<file path="src/rtl/tdm_sc_pkg.sv">
package tdm_sc_pkg;

  // Per-cycle action chosen by the control; at most one bit is set.
  typedef struct packed {
    logic doLoad;
    logic doClear;
    logic doInc;
  } sc_ctrl_t;

endpackage

</file>
<file path="src/rtl/tdm_sc_ctrl.sv">
module tdm_sc_ctrl
  import tdm_sc_pkg::*;
(
  input  logic     clk,
  input  logic     rstN,
  input  logic     syncIn,
  input  logic     loadEn,
  input  logic     atTerm,
  output sc_ctrl_t ctrl,
  output logic     slip
);

  // Priority: diagnostic load, then frame sync, then counting.
  always_comb begin
    ctrl.doLoad  = loadEn;
    ctrl.doClear = syncIn & ~loadEn;
    ctrl.doInc   = ~loadEn & ~syncIn;
  end

  always_ff @(posedge clk or negedge rstN) begin
    if (!rstN) begin
      slip <= 1'b0;
    end else if (ctrl.doClear && !atTerm) begin
      slip <= 1'b1;
    end
  end

  AST_SLIP_ON_MISALIGN: assert property (@(posedge clk) disable iff (!rstN)
    (syncIn && !loadEn && !atTerm) |=> slip);

  AST_SLIP_STICKY: assert property (@(posedge clk) disable iff (!rstN)
    slip |=> slip);

endmodule

</file>
<file path="src/rtl/tdm_sc_datapath.sv">
module tdm_sc_datapath
  import tdm_sc_pkg::*;
#(
  parameter int CNT_W = 13
) (
  input  logic             clk,
  input  logic             rstN,
  input  sc_ctrl_t         ctrl,
  input  logic [CNT_W-1:0] loadVal,
  output logic [CNT_W-1:0] cnt,
  output logic             atTerm
);

  localparam logic [CNT_W-1:0] ONE = CNT_W'(1);

  always_ff @(posedge clk or negedge rstN) begin
    if (!rstN) begin
      cnt <= '0;
    end else if (ctrl.doLoad) begin
      cnt <= loadVal;
    end else if (ctrl.doClear) begin
      cnt <= '0;
    end else if (ctrl.doInc) begin
      cnt <= cnt + ONE;
    end
  end

  assign atTerm = &cnt;

  AST_WRAP_AFTER_TERM: assert property (@(posedge clk) disable iff (!rstN)
    (atTerm && ctrl.doInc) |=> (cnt == '0));

endmodule

</file>
<file path="src/rtl/tdm_sc_window.sv">
module tdm_sc_window #(
  parameter int IDX_W   = 3,
  parameter int CPU_MIN = 4
) (
  input  logic [IDX_W-1:0] accIdx,
  output logic             cmRdWin,
  output logic             busRdWin,
  output logic             busWrWin,
  output logic             sramWin,
  output logic             cpuWin
);

  localparam int N_FIXED = 4;
  logic [N_FIXED-1:0] fixedHit;

  // One comparator per dedicated access state.
  for (genvar g = 0; g < N_FIXED; g++) begin : g_fixed
    assign fixedHit[g] = (accIdx == IDX_W'(g));
  end

  assign cmRdWin  = fixedHit[0];
  assign busRdWin = fixedHit[1];
  assign sramWin  = fixedHit[2];
  assign busWrWin = fixedHit[3];
  assign cpuWin   = (int'(accIdx) >= CPU_MIN);

endmodule

</file>
<file path="src/rtl/tdm_state_counter.sv">
module tdm_state_counter
  import tdm_sc_pkg::*;
#(
  parameter int SLOT_W   = 7,
  parameter int STREAM_W = 4,
  parameter int PHASE_W  = 2,
  localparam int CNT_W   = SLOT_W + STREAM_W + PHASE_W
) (
  input  logic                clk,
  input  logic                rstN,
  input  logic                syncIn,
  input  logic                loadEn,
  input  logic [CNT_W-1:0]    loadVal,
  output logic [CNT_W-1:0]    count,
  output logic [SLOT_W-1:0]   slot,
  output logic [STREAM_W-1:0] stream,
  output logic [PHASE_W-1:0]  phase,
  output logic                termCnt,
  output logic                slip,
  output logic                cmRdWin,
  output logic                busRdWin,
  output logic                busWrWin,
  output logic                sramWin,
  output logic                cpuWin
);

  localparam int WIN_IDX_W = 3;

  sc_ctrl_t ctrl;
  logic     atTerm;

  tdm_sc_ctrl u_ctrl (
    .clk    (clk),
    .rstN   (rstN),
    .syncIn (syncIn),
    .loadEn (loadEn),
    .atTerm (atTerm),
    .ctrl   (ctrl),
    .slip   (slip)
  );

  tdm_sc_datapath #(.CNT_W(CNT_W)) u_dp (
    .clk     (clk),
    .rstN    (rstN),
    .ctrl    (ctrl),
    .loadVal (loadVal),
    .cnt     (count),
    .atTerm  (atTerm)
  );

  assign phase   = count[PHASE_W-1:0];
  assign stream  = count[PHASE_W +: STREAM_W];
  assign slot    = count[CNT_W-1 -: SLOT_W];
  assign termCnt = atTerm;

  tdm_sc_window #(.IDX_W(WIN_IDX_W), .CPU_MIN(4)) u_win (
    .accIdx   (stream[WIN_IDX_W-1:0]),
    .cmRdWin  (cmRdWin),
    .busRdWin (busRdWin),
    .busWrWin (busWrWin),
    .sramWin  (sramWin),
    .cpuWin   (cpuWin)
  );

  AST_INCREMENT: assert property (@(posedge clk) disable iff (!rstN)
    (!loadEn && !syncIn) |=> (count == $past(count) + CNT_W'(1)));

  AST_SYNC_CLEARS: assert property (@(posedge clk) disable iff (!rstN)
    (syncIn && !loadEn) |=> (count == '0));

  AST_LOAD_TAKES: assert property (@(posedge clk) disable iff (!rstN)
    loadEn |=> (count == $past(loadVal)));

  AST_ONE_WINDOW: assert property (@(posedge clk) disable iff (!rstN)
    $onehot({cmRdWin, busRdWin, busWrWin, sramWin, cpuWin}));

endmodule

</file>
<file path="config.mk">
export PLATFORM = sky130hd
export DESIGN_NAME = tdm_state_counter
export DESIGN_NICKNAME = d
export VERILOG_FILES = /design/src/rtl/tdm_sc_pkg.sv /design/src/rtl/tdm_sc_ctrl.sv /design/src/rtl/tdm_sc_datapath.sv /design/src/rtl/tdm_sc_window.sv /design/src/rtl/tdm_state_counter.sv
export SDC_FILE = /design/constraint.sdc
export NUM_CORES = 1
export LEC_CHECK = 0
export BUFFER_PORTS_ARGS = -buffer_cell sky130_fd_sc_hd__clkbuf_2
export CORE_ASPECT_RATIO = 1.75
export CORE_MARGIN = 2
export CORE_UTILIZATION = 40
export CTS_CLUSTER_SIZE = 40
export DETAILED_ROUTE_END_ITERATION = 16
export GPL_TIMING_DRIVEN = 0
export PLACE_DENSITY = 0.85
export SKIP_LAST_GASP = 1
export SLEW_MARGIN = 20
export SYNTH_ARGS = -nofsm -noshare
export SYNTH_HDL_FRONTEND = slang
export SYNTH_SLANG_ARGS = --single-unit
</file>
<file path="constraint.sdc">
create_clock -name clk -period 1.5 [get_ports clk]
set_input_delay 0.3 -clock clk [delete_from_list [all_inputs] [get_ports clk]]
set_output_delay 0.3 -clock clk [all_outputs]
set_load 0.1 [all_outputs]
</file>
==> results.md, run 1 <==
* Die extent in y at 68.8 um
* Routability congestion estimate at 0.838
* Result of the run: complete, but fails checks
* Final hold viol count at 0
* Number of global-route vias before repair at 1,160
* Number of detailed-routing iterations run before antenna repair at 4
* Area growth syn-to-layout at 103%
* Critical path's largest stage delay at 0.53 ns
* Vias after detailed routing at 1,307
* Violated checks: negative setup slack
* TritonCTS Sinks at 14
* Most area-consuming cells after synthesis: dfrtp_1, buf_4, nand3_1
* Top cell type's share of synthesized area at 36.6%
* Avg Vias per Cell at 6.28
* Library cells used by synthesis at 33
* Final setup slack of the worst path at -0.385 ns
* Setup WS pre-CTS at -0.381 ns
* Syn. warnings at 0
* Number of remaining DRC errors at 0
* Count of standard-cell rows at 23
* Fin nets at 202
* Clock insertion delay at the later pin of the skew report at 0.25 ns
* Die area at 2820 um2
* Master of the slowest instance on the critical path: dfrtp_4
* Antenna violations before repair at 0
* EDFF count, synth at 0
* Number of I/O port buffers at 48
* Pin count of the biggest net entering global routing at 15
* Hold crit path type: input port to register
* Depth of the CTS H-tree at 1
* HPWL Detailed at 2070 um
* Share of flip-flops with an asynchronous set or reset at 100%
* CTS clock-pin slew for the worst setup and hold paths at 0.06 ns
* Die width at 41 um
* Largest clock skew in the final design at 0.00289 ns
* Crit Path Class: register to primary output
* Seq/Total Area, Yosys at 36.6%
* Routed length per placed instance at 21.0 um
* Starting utilization of the core area at 42.2%
* Dominant cell type by area after synthesis: dfrtp_1
* Share of cells above drive strength 1 at 65.6%
* Unrepaired setup endpoints after global routing: yes
* Global-route total usage across every layer at 29.2%
* Type of origin of the critical path: register
* Number of I/O pins at 50
* Rel. slew slack at 63.8%
* Wire length of the first global-routing pass at 5630 um
* Data arrival time of the critical path at 1.59 ns
* Net Count, Synth at 128
* Buffer type at the clock tree root: clkbuf_8
* Maximum buffer depth of the clock tree at 2
* Synthesized area per cell at 8.71 um2
* Kind of capture point of the worst setup path: primary output
* Antenna diode instance count at 0
* Number of buffers added by the clock tree synthesis step at 3
* Shortest period the worst path allows at 1.89 ns
* Final Max Slew Viols at 0
* Clock tree from TritonCTS: yes
* Max-cap violation count at 0
* Detailed router's first-iteration violation count at 124
* Floorplan core area at 2270 um2
* Part of the cycle the worst path needs at 126%
* Remaining global-route overflow at 0
* Max Clk Rate at 530 MHz
* Most instantiated flip-flop cell in the synthesis netlist: dfrtp_1
* Number of fill cells in the layout at 114
* Detailed Route WL at 4370 um
* Least-Margin Pin Slew at 0.545 ns
* Synthesized instance count at 110
* Cell breakdown of the critical path: and3_1, nand4_1, clkinvlp_4, clkbuf_16
* Number of synthesized register bits at 14
* Setup violations, final at 12
* Static leakage at 0.884 nW
* Critical path data required time at 1.20 ns
* Antenna-violating nets left at 0
* Cell area after technology mapping at 958 um2
* Worst-case vdd ir drop at 0.000760 V
* Pwr dens at 990 nW/um2
* Max FO, Critical Path at 8
* Core occupancy in the finished layout at 85.4%
[logic make-up (layout without fill, tap and decap cells)]
| group | count (synthesis) | in the layout | share of synthesized area (%) |
|---|---|---|---|
| and+or+nand+nor | 48 | 48 | 26.9 |
| xor gates and xnor gates | 3 | 3 | 2.74 |
| DFF | 14 | 14 | 36.6 |
| buffers and inverters | 25 | 98 | 16.8 |
| adders and majority gates | 1 | 1 | 1.31 |
| AOI/OAI and AO/OA | 19 | 19 | 15.7 |
[cell type report]
type / instances / area, um2 / share of cell area [%]
Timing Repair Buffer: 70 / 708 / 36.5
Inverter: 4 / 18.8 / 0.966
Buffer: 20 / 189 / 9.73
Sequential cell: 14 / 384 / 19.8
Clock buffer: 4 / 55.1 / 2.84
Multi-Input combinational cell: 71 / 556 / 28.6
Tap cell: 25 / 31.3 / 1.61
[path summary, 6_finish.rpt]
| kind | to | from | cells past startpoint | slack (ns) |
|---|---|---|---|---|
| worst max-delay path | termCnt | u_dp.cnt[5] | 4 | -0.39 |
| worst min-delay path | u_dp.cnt[11] | loadVal[11] | 3 | 0.29 |
| worst max register to register | u_dp.cnt[6] | u_dp.cnt[2] | 6 | -0.19 |
| worst min register to register | u_ctrl.slip | u_ctrl.slip | 1 | 0.49 |
| max in group asynchronous | u_dp.cnt[5] | rstN | 2 | 0.69 |
| min in group asynchronous | u_dp.cnt[4] | rstN | 2 | 0.51 |
[cells in the final DEF, fill, tap and decap left out, types with 4 or more instances in the layout]
cell       synthesis  routed
buf_6              2      11
clkbuf_2           0      20
clkbuf_8           0       4
buf_4             13      24
nand2_1           12      11
o211ai_1           5       5
clkbuf_16          0       9
dfrtp_2            0       6
nand4_1            6       6
buf_12             0       4
clkbuf_4           0      10
buf_8              0       5
buf_2              3       4
dfrtp_4            0       7
nand3_1           10       7
[worst max-delay path: cells and delay by family (launching register included)]
kind,cells,cell delay [ns]
simple gates,2,0.46
buf+inv,2,0.34
flops,1,0.53
[registers in the layout (all words and copies together), names as in the netlist]
name and count:
u_ctrl.slip 1, u_dp.cnt 13
[timing repair]
action / CTS / global route
resized for setup: 45 / 48
buffers inserted: 14 / 13
hold endpoints to repair: 14 / 0
endpoints found under the setup margin: 19 / 29
pin swaps: 3 / 14
gates cloned: 0 / 0
hold buffers: 1 / 0
[stage by stage]
stage | std cells | total power, mW | area (um2) | setup TNS (ns) | hold WS, ns
detailed placement | 183 | 1.29 | 1350 | -0.613 | 0.229
global placement | 183 | 1.28 | 1350 | -0.529 | 0.225
finish | 208 | 1.92 | 1940 | -1.99 | 0.289
floorplan | 110 | 1.16 | 1080 | -2.31 | 0.00441
global route | 208 | 1.97 | 1940 | -2.38 | 0.299
CTS | 202 | 1.79 | 1760 | -1.16 | 0.264
[where the power goes]
part | switching, mW | internal (mW)
registers | 0.0572 | 0.420
clock network | 0.146 | 0.233
logic | 0.724 | 0.343
total | 0.927 | 0.996
[routing by layer]
metal / global-route usage [%] / wire length (um)
met2: 49.0 / 2370
met1: 31.2 / 1480
met4: 16.3 / 181
met5: 0 / 0
met3: 7.37 / 332
[Yosys cell counts (3+ instances only)]
master / instances
dfrtp_1: 14
buf_4: 13
nand2_1: 12
nand3_1: 10
nand4_1: 6
o211ai_1: 5
or4_1: 5
inv_1: 4
nor2_1: 4
buf_2: 3
clkbuf_1: 3
nor3_1: 3
o21ai_0: 3
Note: power is estimated with default switching activity, not from simulation.
==> run 2, diff against run 1 <==
--- a/config.mk
+++ b/config.mk
@@ -5,6 +5,7 @@
 export SDC_FILE = /design/constraint.sdc
 export NUM_CORES = 1
 export LEC_CHECK = 0
+export ABC_AREA = 1
 export BUFFER_PORTS_ARGS = -buffer_cell sky130_fd_sc_hd__clkbuf_2
 export CORE_ASPECT_RATIO = 1.75
 export CORE_MARGIN = 2
==> run 2 against run 1 <==
The flow still finishes with violations (negative setup slack). Sequential power down 1%. Synthesized area down 2.3%. Fmax up 5.7%. Worst hold slack worse by 0.042 ns. Wire length down 21%. Core utilization down 4.3 points. Clock power down 12%. Largest power group unchanged. Die area down 2.2%. Global-route usage down 2.9 points. Clock-buffer cell count unchanged.
==> results.md, run 2 <==
* Seq/Total Area, Yosys at 37.4%
* Launching element of the worst setup path: u_dp.cnt[0]
* Final Max Slew Viols at 0
* Number of buffers added by the clock tree synthesis step at 3
* Pwr dens at 967 nW/um2
* Share of cells above drive strength 1 at 63.1%
* Clock insertion delay at the later pin of the skew report at 0.25 ns
* Die area at 2760 um2
* Number of global-route vias before repair at 1,015
* Syn. warnings at 0
* HPWL Detailed at 1960 um
* Post-Layout Cell Count at 220
* Number of detailed-routing iterations run before antenna repair at 4
* Core occupancy in the finished layout at 81.1%
* Largest clock skew in the final design at 0.00136 ns
* Hold path depth at 3
* Dominant cell type by area after synthesis: dfrtp_1
* Routability congestion estimate at 0.831
* Cell area after technology mapping at 936 um2
* Synthesized area per cell at 7.67 um2
* Cell breakdown of the critical path: ha_4, nand2_4, nor2_4, nand4_4, clkinvlp_4, clkbuf_16
* Worst R2R End: u_dp.cnt[12]
* Unrepaired setup endpoints after global routing: yes
* Critical path's largest stage delay at 0.43 ns
* Leading cell type in the layout, fill and taps excluded: nand2_1
* Static leakage at 0.898 nW
* Violated checks: negative setup slack
* Total Neg Setup Slack at -1.48 ns
* Most area-consuming cells after synthesis: dfrtp_1, nand2_1, buf_4
* Most frequent cell after synthesis: nand2_1
* Max FO, Critical Path at 2
* Buffer type at the clock tree root: clkbuf_8
* Crit Path Class: register to primary output
* Clock tree from TritonCTS: yes
* Least-Margin Pin Slew at 0.554 ns
* Antenna violations before repair at 0
* Global-route total usage across every layer at 26.4%
* CTS clock-pin slew for the worst setup and hold paths at 0.06 ns
* Detailed router's first-iteration violation count at 45
* Most used cells in the layout excluding fill and tap cells: nand2_1, buf_4, clkbuf_2
* Largest registers: u_dp.cnt x13, u_ctrl.slip x1
* Area growth syn-to-layout at 94.5%
* Final hold viol count at 0
* Rel. slew slack at 63.2%
* Fin nets at 214
* Vias after detailed routing at 1,133
* Reg with most FFs: u_dp.cnt
* Origin of the worst min-delay path: loadVal[7]
* Hold crit path type: input port to register
* Shortest period the worst path allows at 1.78 ns
* Floorplan core area at 2240 um2
* Number of I/O port buffers at 49
* Antenna-violating nets left at 0
* Endpoint of the worst hold-timing path: u_dp.cnt[7]
* Beginning of the worst register-to-register path: u_dp.cnt[0]
* Setup violations, final at 10
* Data arrival time of the critical path at 1.48 ns
* R2R Setup Slk at 0.04 ns
* Number of remaining DRC errors at 0
* Register-to-Register Path Depth at 8
* Master of the slowest instance on the critical path: dfrtp_4
* Final setup slack of the worst path at -0.283 ns
* Depth of the CTS H-tree at 1
* Most instantiated flip-flop cell in the synthesis netlist: dfrtp_1
* Hold slack final at 0.248 ns
* Number of I/O pins at 50
* Pin count of the biggest net entering global routing at 15
* Detailed Route WL at 3470 um
* Part of the cycle the worst path needs at 119%
* Net Count, Synth at 140
* Avg Vias per Cell at 5.15
* Library cells used by synthesis at 25
* Max-cap violation count at 0
* Setup WS pre-CTS at -0.322 ns
* Type of origin of the critical path: register
* Kind of capture point of the worst setup path: primary output
* Routed length per placed instance at 15.8 um
* Maximum buffer depth of the clock tree at 2
* Worst-case vdd ir drop at 0.000762 V
* Die width at 40.6 um
* Number of fill cells in the layout at 128
* Wire length of the first global-routing pass at 4770 um
* Starting utilization of the core area at 41.7%
* Top cell type's share of synthesized area at 37.4%
* Count of standard-cell rows at 23
* Number of instances in the placed design at 196
* Result of the run: complete, but fails checks
* Remaining global-route overflow at 0
* EDFF count, synth at 0
* Synthesized instance count at 122
* Share of flip-flops with an asynchronous set or reset at 100%
* Synth top cells by count: nand2_1, buf_4, dfrtp_1
* TritonCTS Sinks at 14
* Number of synthesized register bits at 14
* Die extent in y at 68.0 um
* Max Clk Rate at 561 MHz
* Critical path data required time at 1.20 ns
* Antenna diode instance count at 0
* Flip-flop count of the largest register, all copies and words added at 13
## run 2: cell count changes after synthesis, moves of 3 or more
cell	delta
nand4_1	-5
or4_1	-5
nand2_1	+21
o211ai_1	-5
o21ai_0	+4
buf_2	-3
nor2_2	+4
inv_1	+4
## run 2: timing repair
action                                 4_1_cts  5_1_grt
endpoints found under the hold margin       14        0
hold buffers                                 1        0
setup endpoints to repair                   19       16
resized for setup                           44       19
pin swaps                                    5        5
buffers inserted                            10        9
## run 2: routing by layer
layer	share of wire, %	vias up	track usage [%]
met3	6.3	19	5.19
met1	32	528	24.4
li1	-	525	-
met5	0	-	0
met4	5.7	0	15.4
met2	56	61	48.4
## run 2: cell families (layout without fill, tap and decap cells)
logic type | Yosys count | in the layout | share of synthesized area [%]
AO/OA/AOI/OAI | 14 | 14 | 8.82
XOR/XNOR | 2 | 2 | 1.87
adder cells (fa/ha/maj) | 1 | 1 | 1.34
buffers and inverters | 26 | 99 | 16.0
flip-flops | 14 | 14 | 37.4
AND/OR/NAND/NOR | 65 | 65 | 34.5
## run 2: critical path: cells and delay by family, from the launching register on
| kind | cells | cell delay, ns |
|---|---|---|
| and+or+nand+nor | 3 | 0.35 |
| DFF | 1 | 0.43 |
| adders and majority gates | 1 | 0.16 |
| buffers and inverters | 2 | 0.29 |
## run 2: worst max-delay path by stage
stage,endpoint
after CTS,termCnt
final,termCnt
after floorplan,busWrWin
after detailed placement,termCnt
after global placement,termCnt
after global routing,termCnt
## run 2: stage by stage
stage                     total power [mW]  area [um2]
after floorplan                       1.12        1070
after global placement                1.23        1340
after detailed placement              1.24        1340
after CTS                             1.69        1710
after global routing                  1.81        1820
final                                 1.76        1820
## run 2: power breakdown
| part | internal [mW] | switching (mW) | total [mW] |
|---|---|---|---|
| registers | 0.418 | 0.0519 | 0.470 |
| logic | 0.293 | 0.663 | 0.955 |
| clock network | 0.188 | 0.146 | 0.334 |
## run 2: cell type report
class                      instances  area (um2)  area share [%]
timing repair buffer              69         662            36.4
multi-input combinational         82         517            28.4
sequential                        14         384            21.1
buffer                            16         133            7.29
inverter                          10        48.8            2.68
clock buffer                       4        45.0            2.47
tap                               25        31.3            1.72
